[config.mk]
export PLATFORM = sky130hd
export DESIGN_NAME = irq_cause_bank
export DESIGN_NICKNAME = d
export VERILOG_FILES = /design/src/rtl/irq_cause_pkg.sv /design/src/rtl/irq_cause_reg.sv /design/src/rtl/irq_regif.sv /design/src/rtl/irq_vec_map.sv /design/src/rtl/irq_cause_bank.sv
export SDC_FILE = /design/constraint.sdc
export NUM_CORES = 1
export LEC_CHECK = 0
export ABC_CLOCK_PERIOD_IN_PS = 1800
export BUFFER_PORTS_ARGS = -buffer_cell sky130_fd_sc_hd__buf_2
export CAP_MARGIN = 0
export CORE_MARGIN = 2
export CORE_UTILIZATION = 50
export DETAILED_ROUTE_END_ITERATION = 12
export PLACE_DENSITY_LB_ADDON = 0.25
export SLEW_MARGIN = 20
export SYNTH_ARGS = -nofsm -noshare
export SYNTH_HDL_FRONTEND = slang
export SYNTH_SLANG_ARGS = --single-unit
[constraint.sdc]
create_clock -name clk -period 1.8 [get_ports clk]
set_input_delay 0.36 -clock clk [delete_from_list [all_inputs] [get_ports clk]]
set_output_delay 0.36 -clock clk [all_outputs]
set_load 0.03 [all_outputs]
[src/rtl/irq_cause_pkg.sv]
// Shared constants of the interrupt cause bank: the register address map
// and the position of the auto-clear enable in the mode register.
package irq_cause_pkg;
    localparam int ADDR_W = 3;

    localparam logic [ADDR_W-1:0] ADR_EXT_CAUSE = 3'd0;
    localparam logic [ADDR_W-1:0] ADR_EXT_MASK  = 3'd1;
    localparam logic [ADDR_W-1:0] ADR_LEG_CAUSE = 3'd2;
    localparam logic [ADDR_W-1:0] ADR_LEG_MASK  = 3'd3;
    localparam logic [ADDR_W-1:0] ADR_MODE      = 3'd4;

    localparam int MODE_AUTOCLR_BIT = 0;
endpackage

[src/rtl/irq_cause_reg.sv]
// Cause register: a bank of sticky bits.
// Assumes: set_i carries one-cycle event pulses; clr_i is the union of all
// clear requests for this cycle. A set in the same cycle as a clear wins.
module irq_cause_reg #(
    parameter int W = 32
) (
    input  logic         clk,
    input  logic         rst_n,
    input  logic [W-1:0] set_i,
    input  logic [W-1:0] clr_i,
    output logic [W-1:0] cause_o
);
    logic [W-1:0] cause_q;

    // Update every bit: the set term is ORed after the clear, so it wins.
    always_ff @(posedge clk) begin
        if (!rst_n) begin
            cause_q <= '0;
        end else begin
            cause_q <= set_i | (cause_q & ~clr_i);
        end
    end

    assign cause_o = cause_q;


    set_sticks_chk: assert property (@(posedge clk) disable iff (!rst_n)
        $past(rst_n) |-> ((cause_q & $past(set_i)) == $past(set_i)));


    clear_takes_chk: assert property (@(posedge clk) disable iff (!rst_n)
        $past(rst_n) |-> ((cause_q & $past(clr_i & ~set_i)) == '0));


    idle_holds_chk: assert property (@(posedge clk) disable iff (!rst_n)
        $past(rst_n) |-> ((cause_q & ~$past(set_i | clr_i)) ==
                          ($past(cause_q) & ~$past(set_i | clr_i))));
endmodule

[src/rtl/irq_regif.sv]
// Host register interface: decodes the bus and holds the two masks and the
// mode bit. It turns writes and reads into clear requests and muxes the
// read data.
// Assumes: bus_wr and bus_rd are one-cycle strobes and the read data is
// taken in the strobe cycle.
module irq_regif
    import irq_cause_pkg::*;
#(
    parameter int W = 32
) (
    input  logic              clk,
    input  logic              rst_n,
    input  logic [ADDR_W-1:0] bus_addr,
    input  logic              bus_wr,
    input  logic [W-1:0]      bus_wdata,
    input  logic              bus_rd,
    output logic [W-1:0]      bus_rdata,
    input  logic [W-1:0]      ext_cause,
    input  logic [W-1:0]      leg_cause,
    output logic [W-1:0]      ext_mask,
    output logic [W-1:0]      leg_mask,
    output logic              autoclr,
    output logic [W-1:0]      ext_clr,
    output logic [W-1:0]      leg_clr
);
    logic [W-1:0] ext_mask_q;
    logic [W-1:0] leg_mask_q;
    logic         autoclr_q;
    logic         hit_ext_cause;
    logic         hit_leg_cause;

    assign hit_ext_cause = (bus_addr == ADR_EXT_CAUSE);
    assign hit_leg_cause = (bus_addr == ADR_LEG_CAUSE);

    // Holds the mask and mode registers; unmapped writes fall through.
    always_ff @(posedge clk) begin
        if (!rst_n) begin
            ext_mask_q <= '0;
            leg_mask_q <= '0;
            autoclr_q  <= 1'b0;
        end else if (bus_wr) begin
            case (bus_addr)
                ADR_EXT_MASK: ext_mask_q <= bus_wdata;
                ADR_LEG_MASK: leg_mask_q <= bus_wdata;
                ADR_MODE:     autoclr_q  <= bus_wdata[MODE_AUTOCLR_BIT];
                default:      ;
            endcase
        end
    end

    // Clear requests: write-one-to-clear on the multi-vector cause only,
    // clear-on-read on both cause registers.
    always_comb begin
        ext_clr = '0;
        leg_clr = '0;
        if (bus_wr && hit_ext_cause) ext_clr = ext_clr | bus_wdata;
        if (bus_rd && hit_ext_cause) ext_clr = '1;
        if (bus_rd && hit_leg_cause) leg_clr = '1;
    end

    // Read mux, forced to zero outside a read strobe.
    always_comb begin
        bus_rdata = '0;
        if (bus_rd) begin
            case (bus_addr)
                ADR_EXT_CAUSE: bus_rdata = ext_cause;
                ADR_EXT_MASK:  bus_rdata = ext_mask_q;
                ADR_LEG_CAUSE: bus_rdata = leg_cause;
                ADR_LEG_MASK:  bus_rdata = leg_mask_q;
                ADR_MODE:      bus_rdata = {{(W-1){1'b0}}, autoclr_q};
                default:       bus_rdata = '0;
            endcase
        end
    end

    assign ext_mask = ext_mask_q;
    assign leg_mask = leg_mask_q;
    assign autoclr  = autoclr_q;


    rdata_idle_chk: assert property (@(posedge clk) disable iff (!rst_n)
        !bus_rd |-> (bus_rdata == '0));


    mask_wr_chk: assert property (@(posedge clk) disable iff (!rst_n)
        (bus_wr && bus_addr == ADR_EXT_MASK) |=> (ext_mask_q == $past(bus_wdata)));
endmodule

[src/rtl/irq_vec_map.sv]
// Vector mapping: combines each cause with its mask, ORs the enabled bits
// of each vector group into a line, and builds the auto-clear request.
// Assumes: W is a multiple of NVEC; group v owns bits v*GRP .. v*GRP+GRP-1.
module irq_vec_map #(
    parameter int W    = 32,
    parameter int NVEC = 4
) (
    input  logic [W-1:0]    ext_cause,
    input  logic [W-1:0]    ext_mask,
    input  logic [W-1:0]    leg_cause,
    input  logic [W-1:0]    leg_mask,
    input  logic            autoclr,
    output logic [NVEC-1:0] vec_irq,
    output logic            leg_irq,
    output logic            any_irq,
    output logic [W-1:0]    acl_clr
);
    localparam int GRP = W / NVEC;

    logic [W-1:0] ext_en;

    assign ext_en = ext_cause & ext_mask;

    for (genvar v = 0; v < NVEC; v++) begin : g_vec
        // One line per group; auto-clear targets only enabled bits.
        assign vec_irq[v]             = |ext_en[v*GRP +: GRP];
        assign acl_clr[v*GRP +: GRP]  = (autoclr && vec_irq[v]) ?
                                        ext_en[v*GRP +: GRP] : '0;
    end

    assign leg_irq = |(leg_cause & leg_mask);
    assign any_irq = (|vec_irq) | leg_irq;
endmodule

[src/rtl/irq_cause_bank.sv]
// Interrupt cause bank top: two cause registers, the host register
// interface and the vector mapping. The multi-vector register takes clears
// from writes, reads and auto-clear. The legacy one takes clears from
// reads only.
// Assumes: events are one-cycle pulses and reset is synchronous, active low.
module irq_cause_bank
    import irq_cause_pkg::*;
#(
    parameter int WIDTH = 32,
    parameter int NVEC  = 4
) (
    input  logic              clk,
    input  logic              rst_n,
    input  logic [ADDR_W-1:0] bus_addr,
    input  logic              bus_wr,
    input  logic [WIDTH-1:0]  bus_wdata,
    input  logic              bus_rd,
    output logic [WIDTH-1:0]  bus_rdata,
    input  logic [WIDTH-1:0]  ext_evt,
    input  logic [WIDTH-1:0]  leg_evt,
    output logic [NVEC-1:0]   vec_irq,
    output logic              leg_irq,
    output logic              any_irq
);
    localparam int GRP = WIDTH / NVEC;

    logic [WIDTH-1:0] ext_cause;
    logic [WIDTH-1:0] leg_cause;
    logic [WIDTH-1:0] ext_mask;
    logic [WIDTH-1:0] leg_mask;
    logic             autoclr;
    logic [WIDTH-1:0] bus_ext_clr;
    logic [WIDTH-1:0] bus_leg_clr;
    logic [WIDTH-1:0] acl_clr;
    logic [WIDTH-1:0] ext_clr_all;

    assign ext_clr_all = bus_ext_clr | acl_clr;

    irq_cause_reg #(.W(WIDTH)) i_ext_cause (
        .clk     (clk),
        .rst_n   (rst_n),
        .set_i   (ext_evt),
        .clr_i   (ext_clr_all),
        .cause_o (ext_cause)
    );

    irq_cause_reg #(.W(WIDTH)) i_leg_cause (
        .clk     (clk),
        .rst_n   (rst_n),
        .set_i   (leg_evt),
        .clr_i   (bus_leg_clr),
        .cause_o (leg_cause)
    );

    irq_regif #(.W(WIDTH)) i_regif (
        .clk       (clk),
        .rst_n     (rst_n),
        .bus_addr  (bus_addr),
        .bus_wr    (bus_wr),
        .bus_wdata (bus_wdata),
        .bus_rd    (bus_rd),
        .bus_rdata (bus_rdata),
        .ext_cause (ext_cause),
        .leg_cause (leg_cause),
        .ext_mask  (ext_mask),
        .leg_mask  (leg_mask),
        .autoclr   (autoclr),
        .ext_clr   (bus_ext_clr),
        .leg_clr   (bus_leg_clr)
    );

    irq_vec_map #(.W(WIDTH), .NVEC(NVEC)) i_vec_map (
        .ext_cause (ext_cause),
        .ext_mask  (ext_mask),
        .leg_cause (leg_cause),
        .leg_mask  (leg_mask),
        .autoclr   (autoclr),
        .vec_irq   (vec_irq),
        .leg_irq   (leg_irq),
        .any_irq   (any_irq),
        .acl_clr   (acl_clr)
    );


    leg_rdclr_chk: assert property (@(posedge clk) disable iff (!rst_n)
        (bus_rd && bus_addr == ADR_LEG_CAUSE && leg_evt == '0) |=> (leg_cause == '0));


    leg_wr_ignored_chk: assert property (@(posedge clk) disable iff (!rst_n)
        (bus_wr && !bus_rd && bus_addr == ADR_LEG_CAUSE) |=>
        ((leg_cause & ~$past(leg_evt)) == ($past(leg_cause) & ~$past(leg_evt))));

    for (genvar v = 0; v < NVEC; v++) begin : g_acl_chk

        acl_group_chk: assert property (@(posedge clk) disable iff (!rst_n)
            (autoclr && vec_irq[v] && ext_evt[v*GRP +: GRP] == '0) |=>
            ((ext_cause[v*GRP +: GRP] & $past(ext_mask[v*GRP +: GRP])) == '0));
    end


    any_summary_chk: assert property (@(posedge clk) disable iff (!rst_n)
        any_irq == ((|vec_irq) || leg_irq));
endmodule

==> impl_metrics.toml <==
[timing]
setup_viol = 36
max_freq_mhz = 431
period_needed_ps = 2320
post-route-period-util = 1.29
worst_pin_slew_ps = 445
slew_viol_final = 0
fin_worst_skew_ps = 4.50
setup_tns_ps = -4410
rsz0062_at_grt = "true"
timing_hold_violations_final = 0
post-route-worst-setup-slack_ps = -520
relSlewSlack = 0.703

[critical_path]
r2r-start = "i_regif.autoclr$_SDFFE_PN0P_"
startpoint_type = "flip-flop"
cp-end-kind = "output pin"
crit_path_max_fanout = 2
r2r_cells = 5
worstPathRequired_ps = 1440
r2r_slack_ps = 460
worstPathArrival_ps = 1960
r2r_end = "i_ext_cause.cause_o[3]$_SDFF_PN0_"
critical_path_class = "flip-flop to output pin"

[grt]
grt_pass1_wl_mm = 37.9
grt_usage = 0.378
gr-total-overflow = 0
grt_pass1_vias = 6985
antenna_found_initial = 0
grt_start_max_net_pins = 42

[clock_network]
hold_buffers = 0
clock_path_buffers = 2
cts_max_level = 4
cts_tree = "built"
cts.clk_slew.worst_paths_ps = 50
clockRootBuffer = "clkbuf_16"
numCtsBuffers = 17
cts_sinks = 129
clk_latency_ps = 420

[synthesis]
synth_flop_cell = "dfxtp_1"
ys_ff_latch = 129
synth_edf_count = 0
yosysWarnings = 0
synth_cell_types = 31
syn_avg_cell_area_um2 = 8.34
netlist_area_um2 = 6130
async_flop_share = 0
seq_area_frac_synth = 0.421
syn_nets = 838
syn_inst = 735

[detailed_routing]
ant_nets = 0
drt-total-wl_mm = 25.0
num_vias = 7016
drc = 0
wl_per_cell_um = 22.5
first_pass_iters = 6
vias_per_cell = 6.31
drt_iter0_drc = 762

[status]
violations = "setup timing"
outcome = "finished, violations left"

[die]
dieArea_um2 = 13200
initial_core_util = 0.510
coreArea_um2 = 12000
num_io_pins = 141
row_count = 40
dieWidth_um = 115
die_h_um = 115

[worst_hold_path]
min_to = "i_ext_cause.cause_o[7]$_SDFF_PN0_"
min_path_cells = 2
min_from = "ext_evt[7]"
hold_class = "input pin to flip-flop"

[pwr]
p_leak_nw = 3.64
vdd_drop_max_v = 0.000588
p_per_area_nw_per_um2 = 827
p_total_mw = 7.81

[final_layout]
nNetsFinal = 1057
drive_above_1_share = 0.481
syn_to_final_growth_pct = 53.9
mostFrequentLayoutCells = "163 x nand2_1, 100 x buf_2, 96 x dfxtp_1, 89 x buf_4, 70 x a22oi_2"
stdcell_area_um2 = 9440
layout_commonest_cell = "nand2_1"
antenna_cells = 0

[run]
max_cap_viol_count = 0

[place]
placed_area_um2 = 7760
gp_congestion = 0.871
hpwl_mm = 14.4
io_buffer_count = 140
[cell usage after synthesis, types with 3 or more instances]
cell / number / share of area
buf_2: 12 / 0.0098
dfxtp_1: 129 / 0.42
nor2b_1: 34 / 0.035
nand4_1: 8 / 0.0082
and2_1: 3 / 0.0031
nand3_2: 30 / 0.049
a21boi_0: 50 / 0.061
a21oi_1: 95 / 0.078
nand2_1: 164 / 0.10
nand3_1: 3 / 0.0024
buf_6: 5 / 0.0092
o21a_1: 32 / 0.039
a21boi_1: 14 / 0.017
a22oi_1: 95 / 0.12
clkbuf_1: 40 / 0.024
buf_1: 3 / 0.0018
[layer usage]
| metal | share of wire | global-route usage | routed length [µm] |
|---|---|---|---|
| met1 | 0.37 | 0.459 | 9130 |
| met2 | 0.47 | 0.619 | 11700 |
| met3 | 0.11 | 0.102 | 2680 |
| met4 | 0.057 | 0.192 | 1440 |
| met5 | 0 | 0 | 0 |
[layout make-up]
| cell class | count | area (µm²) |
|---|---|---|
| clock inverters | 5 | 75.1 |
| inverters | 1 | 3.75 |
| repair buffers | 262 | 2250 |
| well taps | 147 | 184 |
| clock buffers | 25 | 515 |
| flip-flops and latches | 129 | 2630 |
| fillers | 727 | 2570 |
| multi-input cells | 543 | 3770 |
[cells by family after synthesis]
logic type | Yosys count | share of synthesized area
flops | 129 | 0.421
mux | 2 | 0.00347
compound gates | 289 | 0.314
simple gates | 252 | 0.212
buf+inv | 63 | 0.0484
[power by group]
group	total (mW)	internal, mW	switching, mW
clock	3.48	2.24	1.24
combinational	1.18	0.570	0.609
sequential	3.15	3.00	0.155
total	7.81	5.80	2.00
[how the worst max path moves through the flow]
stage                                            start            to  slack [ps]  cells past startpoint
floorplan             i_regif.ext_mask[8]$_SDFFE_PN0P_       any_irq         -20                      4
global placement                           bus_addr[0]  bus_rdata[9]        -130                      6
detailed placement                         bus_addr[0]  bus_rdata[9]        -170                      6
CTS                  i_regif.leg_mask[19]$_SDFFE_PN0P_       any_irq        -490                      5
global route        i_leg_cause.cause_o[27]$_SDFF_PN0_       any_irq        -550                      5
finish              i_leg_cause.cause_o[27]$_SDFF_PN0_       any_irq        -520                      5
[metrics by stage]
stage / worst slack, ps / util / std cells / hold slack, ps
floorplan: -17.7 / - / 735 / 448
global placement: -131 / 0.646 / 1053 / 468
detailed placement: -170 / 0.646 / 1053 / 475
CTS: -489 / 0.779 / 1110 / 140
global route: -548 / 0.786 / 1112 / 135
finish: -520 / 0.786 / 1112 / 144
[sequential cells by signal, summed over array words and instances, names as in the netlist]
register	count
i_ext_cause.cause_o	32
i_leg_cause.cause_o	32
i_regif.autoclr	1
i_regif.ext_mask	32
i_regif.leg_mask	32
[worst max-delay path: stages (launching register included)]
cell and delay, ps:
dfxtp_1 360, a22oi_2 190, nand4_1 110, or4_4 580
nand2b_4 160, buf_6 140
[repair_timing]
item	in CTS	in global routing
pin swaps	47	44
setup endpoints to repair	38	38
resized for setup	172	41
cloned	8	0
buffers inserted	20	9
Power figures use the tool's default switching activity.
